--- src/rtl/madi_pkg.sv ---
package madi_pkg;
  // Strobes from the control to the datapath.
  typedef struct packed {
    logic shiftEn;   // accept a data nibble
    logic emit;      // publish the completed subframe
  } dfrStrobe_t;
endpackage

--- src/rtl/madi_dfr_ctrl.sv ---
module madi_dfr_ctrl
  import madi_pkg::*;
#(
  parameter int NIBS_PER_SUB = 8,
  parameter int MAX_CH       = 64,
  parameter int PERIOD_W     = 12,
  parameter int DBL_THRESH   = 380
) (
  input  logic                      clk,
  input  logic                      rst_n,
  input  logic                      nibValid,
  input  logic                      nibSync,
  input  logic                      wordBit0,
  output dfrStrobe_t                strobe,
  output logic [$clog2(MAX_CH)-1:0] chanNum,
  output logic                      overflowErr,
  output logic                      doubleRate,
  output logic                      wordClk
);
  localparam int NC_W  = $clog2(NIBS_PER_SUB);
  localparam int CH_W  = $clog2(MAX_CH);
  localparam int IDX_W = CH_W + 1;
  localparam logic [IDX_W-1:0]    FULL_LIM = IDX_W'(MAX_CH);
  localparam logic [IDX_W-1:0]    HALF_LIM = IDX_W'(MAX_CH / 2);
  localparam logic [NC_W-1:0]     LAST_NIB = NC_W'(NIBS_PER_SUB - 1);
  localparam logic [PERIOD_W-1:0] P_MAX    = {PERIOD_W{1'b1}};
  localparam logic [PERIOD_W-1:0] THRESH   = PERIOD_W'(DBL_THRESH);

  logic [NC_W-1:0]     nibCnt;
  logic                locked;
  logic [IDX_W-1:0]    nextIdx, idx, chanLimit;
  logic [PERIOD_W-1:0] periodCnt, measured, halfP, hiInit, wcLeft;
  logic                havePrev, haveLast, lastCand, cand;
  logic                shiftEn, complete, startEv, emit;

  // nibble alignment
  assign shiftEn  = nibValid & ~nibSync;
  assign complete = shiftEn & (nibCnt == LAST_NIB);
  assign startEv  = complete & wordBit0;
  assign emit     = complete & (locked | wordBit0);
  assign strobe   = '{shiftEn: shiftEn, emit: emit};

  always_ff @(posedge clk) begin
    if (!rst_n) begin
      nibCnt <= '0;
      locked <= 1'b0;
    end else begin
      if (nibValid && nibSync) nibCnt <= '0;
      else if (shiftEn)        nibCnt <= complete ? '0 : nibCnt + 1'b1;
      if (startEv) locked <= 1'b1;
    end
  end

  // channel numbering and overflow
  assign idx       = wordBit0 ? '0 : nextIdx;
  assign chanLimit = doubleRate ? HALF_LIM : FULL_LIM;

  always_ff @(posedge clk) begin
    if (!rst_n) begin
      nextIdx     <= '0;
      chanNum     <= '0;
      overflowErr <= 1'b0;
    end else if (emit) begin
      nextIdx     <= (idx >= FULL_LIM) ? FULL_LIM : idx + 1'b1;
      chanNum     <= (idx >= FULL_LIM) ? {CH_W{1'b1}} : idx[CH_W-1:0];
      overflowErr <= (idx >= chanLimit);
    end
  end

  // frame period measurement
  assign measured = havePrev ? periodCnt : '0;
  assign cand     = (measured < THRESH);

  always_ff @(posedge clk) begin
    if (!rst_n) begin
      periodCnt <= '0;
      havePrev  <= 1'b0;
    end else if (startEv) begin
      periodCnt <= PERIOD_W'(1);
      havePrev  <= 1'b1;
    end else if (havePrev && periodCnt != P_MAX) begin
      periodCnt <= periodCnt + 1'b1;
    end
  end

  // rate decision with two-frame agreement
  always_ff @(posedge clk) begin
    if (!rst_n) begin
      doubleRate <= 1'b0;
      lastCand   <= 1'b0;
      haveLast   <= 1'b0;
    end else if (startEv && havePrev) begin
      if (cand != doubleRate && haveLast && lastCand == cand) doubleRate <= cand;
      lastCand <= cand;
      haveLast <= 1'b1;
    end
  end

  // word clock: high for half the measured period
  assign halfP  = measured >> 1;
  assign hiInit = (halfP > PERIOD_W'(1)) ? halfP - 1'b1 : '0;

  always_ff @(posedge clk) begin
    if (!rst_n) begin
      wordClk <= 1'b0;
      wcLeft  <= '0;
    end else if (startEv) begin
      wordClk <= 1'b1;
      wcLeft  <= hiInit;
    end else if (wordClk) begin
      if (wcLeft == '0) wordClk <= 1'b0;
      else              wcLeft  <= wcLeft - 1'b1;
    end
  end
endmodule

--- src/rtl/madi_dfr_datapath.sv ---
module madi_dfr_datapath
  import madi_pkg::*;
#(
  parameter int NIBS_PER_SUB = 8
) (
  input  logic        clk,
  input  logic        rst_n,
  input  logic [3:0]  nibData,
  input  dfrStrobe_t  strobe,
  output logic        wordBit0,
  output logic        sampleValid,
  output logic [23:0] sampleData,
  output logic [3:0]  chanStatus,
  output logic        frameStart,
  output logic        chanActive,
  output logic        abFlag,
  output logic        blockStart,
  output logic        parityErr
);
  localparam int NIB_W  = 4;
  localparam int SUB_W  = NIBS_PER_SUB * NIB_W;
  localparam int SR_W   = SUB_W - NIB_W;
  localparam int AUD_LO = 4;
  localparam int AUD_HI = 27;
  localparam int ST_LO  = 28;

  logic [SR_W-1:0]  shReg;
  logic [SUB_W-1:0] fullWord;

  // newest nibble enters at the top; the first ends up at the bottom
  assign fullWord = {nibData, shReg};
  assign wordBit0 = shReg[0];

  always_ff @(posedge clk) begin
    if (!rst_n) begin
      shReg       <= '0;
      sampleValid <= 1'b0;
      sampleData  <= '0;
      chanStatus  <= '0;
      frameStart  <= 1'b0;
      chanActive  <= 1'b0;
      abFlag      <= 1'b0;
      blockStart  <= 1'b0;
      parityErr   <= 1'b0;
    end else begin
      if (strobe.shiftEn) shReg <= fullWord[SUB_W-1:NIB_W];
      sampleValid <= strobe.emit;
      if (strobe.emit) begin
        frameStart <= fullWord[0];
        chanActive <= fullWord[1];
        abFlag     <= fullWord[2];
        blockStart <= fullWord[3];
        sampleData <= fullWord[AUD_HI:AUD_LO];
        chanStatus <= fullWord[SUB_W-1:ST_LO];
        parityErr  <= ^fullWord[SUB_W-1:AUD_LO];
      end
    end
  end
endmodule

--- src/rtl/madi_deframer.sv ---
module madi_deframer
  import madi_pkg::*;
#(
  parameter int NIBS_PER_SUB = 8,
  parameter int MAX_CH       = 64,
  parameter int PERIOD_W     = 12,
  parameter int DBL_THRESH   = 380
) (
  input  logic                      clk,
  input  logic                      rst_n,
  input  logic                      nibValid,
  input  logic                      nibSync,
  input  logic [3:0]                nibData,
  output logic                      sampleValid,
  output logic [23:0]               sampleData,
  output logic [$clog2(MAX_CH)-1:0] chanNum,
  output logic [3:0]                chanStatus,
  output logic                      frameStart,
  output logic                      chanActive,
  output logic                      abFlag,
  output logic                      blockStart,
  output logic                      parityErr,
  output logic                      overflowErr,
  output logic                      doubleRate,
  output logic                      wordClk
);
  dfrStrobe_t strobe;
  logic       wordBit0;

  madi_dfr_ctrl #(
    .NIBS_PER_SUB(NIBS_PER_SUB), .MAX_CH(MAX_CH),
    .PERIOD_W(PERIOD_W), .DBL_THRESH(DBL_THRESH)
  ) u_ctrl (
    .clk(clk), .rst_n(rst_n), .nibValid(nibValid), .nibSync(nibSync),
    .wordBit0(wordBit0), .strobe(strobe), .chanNum(chanNum),
    .overflowErr(overflowErr), .doubleRate(doubleRate), .wordClk(wordClk)
  );

  madi_dfr_datapath #(.NIBS_PER_SUB(NIBS_PER_SUB)) u_dp (
    .clk(clk), .rst_n(rst_n), .nibData(nibData), .strobe(strobe),
    .wordBit0(wordBit0), .sampleValid(sampleValid), .sampleData(sampleData),
    .chanStatus(chanStatus), .frameStart(frameStart), .chanActive(chanActive),
    .abFlag(abFlag), .blockStart(blockStart), .parityErr(parityErr)
  );
endmodule

--- config.mk ---
export PLATFORM = sky130hd
export DESIGN_NAME = madi_deframer
export DESIGN_NICKNAME = d
export VERILOG_FILES = /design/src/rtl/madi_pkg.sv /design/src/rtl/madi_dfr_ctrl.sv /design/src/rtl/madi_dfr_datapath.sv /design/src/rtl/madi_deframer.sv
export SDC_FILE = /design/constraint.sdc
export NUM_CORES = 1
export LEC_CHECK = 0
export BUFFER_PORTS_ARGS = -buffer_cell sky130_fd_sc_hd__buf_2
export CORE_UTILIZATION = 60
export DETAILED_ROUTE_END_ITERATION = 8
export GPL_ROUTABILITY_DRIVEN = 0
export GPL_TIMING_DRIVEN = 0
export MAX_ROUTING_LAYER = met4
export PLACE_DENSITY = 0.8
export SLEW_MARGIN = 40
export SYNTH_ARGS = -nofsm -noshare
export SYNTH_HDL_FRONTEND = slang
export SYNTH_SLANG_ARGS = --single-unit
--- constraint.sdc ---
create_clock -name clk -period 5.35 [get_ports clk]
set_input_delay 1.07 -clock clk [delete_from_list [all_inputs] [get_ports clk]]
set_output_delay 1.07 -clock clk [all_outputs]
set_load 0.03 [all_outputs]
==> results of run 1 <==
[synthesized netlist by cell type (all sizes together) (2+ instances only)]
library cell    n  area (µm²)
nand2         138         521
dfxtp         108        2160
a21boi         65         488
nor2           35         131
xnor2          33         289
clkbuf         31         116
a21oi          24         120
o21ai          20         100
inv            17        63.8
nor3           17        85.1
nand3          12        60.1
a31oi          10        62.6
buf            10        63.8
and2            9        56.3
ha              9         113
xor2            9        78.8
nand2b          7        43.8
nor2b           7        43.8
o211a           6        60.1
nand4           5        31.3
nor4            5        46.3
mux2i           4        40.0
o21a            4        30.0
o221a           4        45.0
or3             3        18.8
a211o           2        17.5
a211oi          2        15.0
a41oi           2        17.5
o211ai          2        15.0
o31ai           2        15.0
or2             2        12.5
or4             2        18.8
[flip-flops by register name, summed over array words and instances, names as in the netlist, 3 cells and up]
register / flops
u_ctrl.chanNum: 6
u_dp.chanStatus: 4
u_ctrl.nextIdx: 7
u_ctrl.periodCnt: 12
u_ctrl.nibCnt: 3
u_ctrl.wcLeft: 12
u_dp.sampleData: 24
u_dp.shReg: 28
[logic make-up after synthesis]
kind of cell / after synthesis
adder cells (fa/ha/maj): 9
multiplexers: 4
AO/OA/AOI/OAI: 149
flip-flops: 108
XOR/XNOR: 42
AND/OR/NAND/NOR: 248
buffers and inverters: 58
[layer usage]
layer | routed length [µm] | global-route usage, % | vias up
li1 | - | - | 2210
met2 | 6160 | 53.0 | 109
met5 | 0 | - | -
met3 | 520 | 5.74 | 16
met1 | 4990 | 33.5 | 2123
met4 | 182 | 9.36 | 0
[cell type report]
class | instances | area, µm² | share of cell area (%)
Tap cell | 105 | 131 | 2.32
Clock inverter | 6 | 63.8 | 1.13
Buffer | 41 | 180 | 3.18
Clock buffer | 10 | 138 | 2.43
Sequential cell | 108 | 2160 | 38.1
Inverter | 17 | 63.8 | 1.13
Multi-Input combinational cell | 452 | 2680 | 47.3
Timing Repair Buffer | 50 | 250 | 4.41
[worst max path at each step]
stage          slack, ns                                to      from  cells past startpoint
2_1_floorplan       2.94     u_ctrl.wcLeft[5]$_SDFFE_PN0P_   nibSync                      9
3_3_place_gp        2.43    u_ctrl.chanNum[1]$_SDFFE_PN0P_  nibValid                      7
3_5_place_dp        2.43    u_ctrl.chanNum[1]$_SDFFE_PN0P_  nibValid                      7
4_1_cts             2.78  u_dp.sampleData[23]$_SDFFE_PN0P_  nibValid                      7
5_1_grt             2.63   u_dp.chanStatus[3]$_SDFFE_PN0P_  nibValid                      7
6_report            2.76    u_ctrl.chanNum[1]$_SDFFE_PN0P_  nibValid                      7
[per-stage QoR]
| step | power [µW] | util, % | std cells | worst slack (ns) | hold slack [ns] |
|---|---|---|---|---|---|
| after floorplan | 872 | - | 618 | 2.94 | 0.437 |
| after global placement | 889 | 66.5 | 773 | 2.43 | 0.449 |
| after detailed placement | 891 | 66.5 | 773 | 2.43 | 0.457 |
| after CTS | 1380 | 69.0 | 789 | 2.78 | 0.472 |
| after global routing | 1420 | 69.0 | 789 | 2.63 | 0.494 |
| final | 1370 | 69.0 | 789 | 2.76 | 0.467 |
[power breakdown]
group	switching, µW	internal (µW)	total (µW)
clock	303	195	498
combinational	36.1	26.1	62.3
sequential	3.93	807	811
[worst max-delay path: cells and delay by family]
| family | cells | cell delay, ns |
|---|---|---|
| buffers and inverters | 3 | 1.01 |
| and+or+nand+nor | 2 | 0.44 |
| AOI/OAI and AO/OA | 2 | 0.35 |
==> summary.txt, run 1 <==
Synth
  – Number of warnings issued by yosys: 0
  – EDFF count, synth: 0
  – Syn nets: 635
  – Post-Syn Area per Cell: 8.23 µm²
  – Compound-cell area share of the yosys netlist: 20.5%
  – Ys async rst share: 0%
  – Top FF cell, synth: dfxtp_1
  – Post-synthesis xor/xnor area fraction: 7.23%
  – Mux cell area share after synthesis: 0.787%
  – Share of the yosys chip area belonging to registers: 42.5%
  – Synth cell types: 53
  – #FFs+latches synth: 108
  – Synthesized area: 5090 µm²
  – Largest family of logic cells by synthesized area: simple AND/OR/NAND/NOR gates
  – Synth Area in Adders: 2.21%
  – Simple-gate share of the synthesized area: 22.0%
  – Cells after Synth: 618

Drt
  – Post-route DRC: 0
  – WL per Instance: 15.0 µm
  – DR pass1 iterations: 5
  – Post-Route WL: 11900 µm
  – Post-DRT Antenna Nets: 0
  – Vias/cell: 5.65
  – DRT iter0 DRCs: 197
  – Vias: 4458

Clock tree
  – CTS clock-pin slew for the worst setup and hold paths: 0.12 ns
  – Maximum root-to-sink buffer count: 2
  – Root Buffer: clkbuf_8
  – Post-CTS Setup Repair Bufs: 0
  – CTS Hold Bufs: 0
  – Clk sink count: 108
  – CTS buffer count: 9
  – Post-CTS sizing: 0
  – Clock Latency Late Sink: 0.38 ns
  – H-tree depth: 3
  – CTS tree: yes

Global route
  – Total grt overflow: 0
  – Largest net degree at the start of global routing: 21
  – GRT Total Usage: 29.7%
  – Initial antenna violation count: 0
  – Number of global-route vias before repair: 4315
  – Global-route wire length before repair: 20000 µm

Timing
  – Final hold vios: 0
  – Unrepaired setup endpoints after global routing: false
  – Minimum clock period: 2.59 ns
  – Final max-slew violation count: 0
  – Max Clk Rate: 386 MHz
  – Setup-failing EPs final: 0
  – Final worst-path cycle share: 48.4%
  – Final Skew: 0.0165 ns
  – Setup TNS: 0 ns
  – Tightest Pin Transition: 0.578 ns
  – Rel. slew slack: 61.5%

Pwr
  – Peak VDD IR: 0.174 mV
  – Leakage: 0.00217 µW
  – Pwr per Cell Area: 242 nW/µm²

Placed design
  – Placed cell areas: 5470 µm²
  – Hpwl dp: 8570 µm
  – Number of I/O port buffers: 50

Hold path
  – HP Class: flip-flop to flip-flop
  – Worst Hold Depth: 2
  – Hold Path Sink: u_dp.sampleData[11]$_SDFFE_PN0P_
  – Worst hold start: u_dp.sampleData[11]$_SDFFE_PN0P_

Critical path
  – R2R cell count: 11
  – CP Launch Type: primary input
  – CP arrival: 2.86 ns
  – Crit. End Element: flip-flop
  – Worst r2r src: u_ctrl.nibCnt[0]$_SDFFE_PP0P_
  – R2r setup slk: 2.99 ns
  – Crit path kind: primary input to flip-flop
  – Cell Chain, Critical Path: buf_2 > nor2b_1 > o211a_1 > clkbuf_1 > clkbuf_1 > nand3_1 > o211a_1
  – Critical-path maximum fanout: 10
  – Crit-path slowest cell: clkbuf_1
  – Max incr delay on CP: 0.51 ns
  – Required @ worst endpoint: 5.62 ns
  – R2r endpoint: u_ctrl.wcLeft[5]$_SDFFE_PN0P_

Flow run
  – Max Cap Violations: 0

Floorplanning
  – Row count: 33
  – Initial core utilization: 61.9%
  – Die Ht: 94.1 µm
  – Die W: 94.1 µm
  – Total die area: 8850 µm²
  – Core ar.: 8220 µm²
  – Top Ports: 51

Final layout
  – Most common library cell in the layout ignoring fill and taps: nand2_1
  – Fin area: 5670 µm²
  – Fillers: 677
  – Area Growth Syn to Fin: 11.5%
  – Nets@finish: 696
  – Share of layout cells above drive strength 1: 11.7%
  – Diodes inserted: 0
  – Commonest non-fill, non-tap cells in the layout: nand2_1, dfxtp_1, a21boi_0

Outcome
  – Run status: complete, no violations
Power figures use the tool's default switching activity.
==> run 2, diff against run 1 <==
Settings changed: CORE_UTILIZATION 60 to 53, PLACE_DENSITY 0.8 to 0.75.
Clock period 5.35 ns to 2.2 ns, I/O delays scaled along.
==> summary.txt, run 2 (synthesis results as in run 1) <==
Drt
  – DRT iter0 DRCs: 124 (-37%)
  – Vias/cell: 5.45 (-3.5%)
  – Post-DRT Antenna Nets: 0 (unchanged)
  – Post-route DRC: 0 (unchanged)
  – WL per Instance: 14.0 µm (-6.9%)
  – Post-Route WL: 11400 µm (-4.0%)
  – Vias: 4438 (-0.45%)
  – DR pass1 iterations: 5 (unchanged)

Timing
  – Final Skew: 0.0139 ns (-0.00264 ns)
  – Setup TNS: 0 ns (unchanged)
  – Max Clk Rate: 480 MHz
  – Rel. slew slack: 62.2% (+0.75 points)
  – Setup-failing EPs final: 0 (unchanged)
  – Setup ws final: 0.117 ns (-2.64 ns)
  – Final worst-path cycle share: 94.7%
  – Minimum clock period: 2.08 ns
  – Final max-slew violation count: 0 (unchanged)
  – Final hold vios: 0 (unchanged)
  – Fin Hold WS: 0.326 ns (-0.141 ns)
  – Unrepaired setup endpoints after global routing: false
  – Tightest Pin Transition: 0.567 ns (-0.0113 ns)

Floorplanning
  – Core ar.: 9280 µm² (+13%)
  – Total die area: 9990 µm² (+13%)
  – Initial core utilization: 54.8% (-7.1 points)
  – Die W: 100 µm (+6.3%)
  – Row count: 35 (+6.1%)
  – Top Ports: 51 (unchanged)
  – Die Ht: 100 µm (+6.3%)

Critical path
  – R2R cell count: 7 (-4)
  – R2r endpoint: u_dp.sampleData[6]$_SDFFE_PN0P_
  – Worst r2r src: u_ctrl.nibCnt[0]$_SDFFE_PP0P_
  – CP Launch Type: flip-flop
  – Critical-path maximum fanout: 10 (unchanged)
  – Crit-path slowest cell: buf_1
  – Cell Chain, Critical Path: ha_2 > ha_4 > o211a_1 > clkbuf_1 > buf_1 > nand2_1 > a21boi_0
  – Max incr delay on CP: 0.50 ns (about the same)
  – CP arrival: 2.38 ns (-0.48 ns)
  – Crit. End Element: flip-flop
  – Required @ worst endpoint: 2.50 ns (-3.12 ns)
  – R2r setup slk: 0.12 ns (-2.87 ns)
  – Crit path kind: flip-flop to flip-flop

Hold path
  – Hold Path Sink: u_dp.shReg[25]$_SDFFE_PN0P_
  – Worst Hold Depth: 3 (+1)
  – Worst hold start: nibData[1]
  – HP Class: primary input to flip-flop

Global route
  – Global-route wire length before repair: 18800 µm (-6.2%)
  – GRT Total Usage: 24.3% (-5.5 points)
  – Total grt overflow: 0 (unchanged)
  – Largest net degree at the start of global routing: 19 (-9.5%)
  – Number of global-route vias before repair: 3976 (-7.9%)
  – Initial antenna violation count: 0 (unchanged)

Placed design
  – Placed cell areas: 5500 µm² (+0.55%)
  – Hpwl dp: 8390 µm (-2.1%)
  – Pre-CTS setup slack: -0.145 ns (-2.57 ns)
  – Number of I/O port buffers: 50 (unchanged)

Final layout
  – Diodes inserted: 0 (unchanged)
  – Max reg flops: 28 (unchanged)
  – Most common library cell in the layout ignoring fill and taps: nand2_1
  – Largest registers: u_dp.shReg: 28 flops, u_dp.sampleData: 24 flops
  – Area Growth Syn to Fin: 13.0%
  – Fin area: 5750 µm² (+1.3%)
  – Nets@finish: 698 (+0.29%)
  – Most flop-heavy register: u_dp.shReg
  – Commonest non-fill, non-tap cells in the layout: nand2_1, dfxtp_1, a21boi_0
  – Share of layout cells above drive strength 1: 13.4% (+1.7 points)

Clock tree
  – CTS Hold Bufs: 0 (unchanged)
  – CTS buffer count: 9 (unchanged)
  – Maximum root-to-sink buffer count: 2 (unchanged)
  – Clock Latency Late Sink: 0.38 ns (about the same)
  – CTS clock-pin slew for the worst setup and hold paths: 0.11 ns (about the same)
  – Clk sink count: 108 (unchanged)
  – Root Buffer: clkbuf_8
  – CTS tree: yes
  – H-tree depth: 3 (unchanged)

Pwr
  – Pwr per Cell Area: 564 nW/µm² (+130%)
  – Leakage: 0.00217 µW (-0.20%)
  – Peak VDD IR: 0.492 mV (+180%)
  – Design Power: 3240 µW (+140%)

Flow run
  – Max Cap Violations: 0 (unchanged)

Outcome
  – Run status: complete, no violations
==> run 2: cell types whose count changed in the layout (fill, tap and decap cells not counted), moves of 2 or more <==
| cell | before | now |
|---|---|---|
| clkbuf_1 | 31 | 29 |
| ha_1 | 9 | 7 |
| nor2_1 | 35 | 33 |
| nor2_2 | 0 | 2 |
==> run 2: timing repair <==
action | in CTS | in global routing
setup buffers | 0 | 2
pin swaps | 0 | 0
setup endpoints to repair | 6 | 34
cloned | 0 | 0
gates resized for setup | 6 | 10
==> run 2: per-layer routing <==
layer / global-route usage [%] / vias up / share of wire (%)
li1: - / 2217 / -
met1: 28.8 / 2098 / 44
met2: 42.2 / 108 / 50
met3: 4.53 / 15 / 4.2
met4: 6.33 / 0 / 1.1
met5: - / - / 0
==> run 2: worst max-delay path by stage <==
| stage | from | endpoint |
|---|---|---|
| 3_3_place_gp | nibValid | u_ctrl.chanNum[1]$_SDFFE_PN0P_ |
| 3_5_place_dp | nibValid | u_dp.sampleData[6]$_SDFFE_PN0P_ |
| 4_1_cts | u_ctrl.nibCnt[0]$_SDFFE_PP0P_ | u_ctrl.wcLeft[5]$_SDFFE_PN0P_ |
| 2_1_floorplan | u_ctrl.nibCnt[0]$_SDFFE_PP0P_ | u_ctrl.wcLeft[1]$_SDFFE_PN0P_ |
| 6_report | u_ctrl.nibCnt[0]$_SDFFE_PP0P_ | u_dp.sampleData[6]$_SDFFE_PN0P_ |
| 5_1_grt | u_ctrl.nibCnt[0]$_SDFFE_PP0P_ | u_dp.sampleData[6]$_SDFFE_PN0P_ |
==> run 2: metrics by stage <==
step                cells  util (%)
floorplan             618         -
detailed placement    797      59.2
CTS                   812      61.3
finish                814      61.9
global route          814      61.9
global placement      797      59.2
==> run 2: area by class of cell <==
class / instances / area (µm²)
buffer: 41 / 186
clock buffer: 9 / 124
clock inverter: 6 / 48.8
fill: 823 / 3540
inverter: 17 / 63.8
multi-input combinational: 452 / 2730
sequential: 108 / 2160
tap: 129 / 161
timing repair buffer: 52 / 265
==> run 2: report_power, final <==
part,total [µW],internal [µW],switching [µW],leakage (µW)
Sequential,1970,1960,9.39,0.000871
Clock,1120,418,701,0.0000836
Combinational,150,63.9,85.7,0.00122
==> run 2: critical path, delay by kind of cell (launching register included) <==
kind	cells	cell delay, ns
buf+inv	2	0.84
flops	1	0.35
fa+ha+maj	2	0.35
compound gates	2	0.34
simple gates	1	0.12
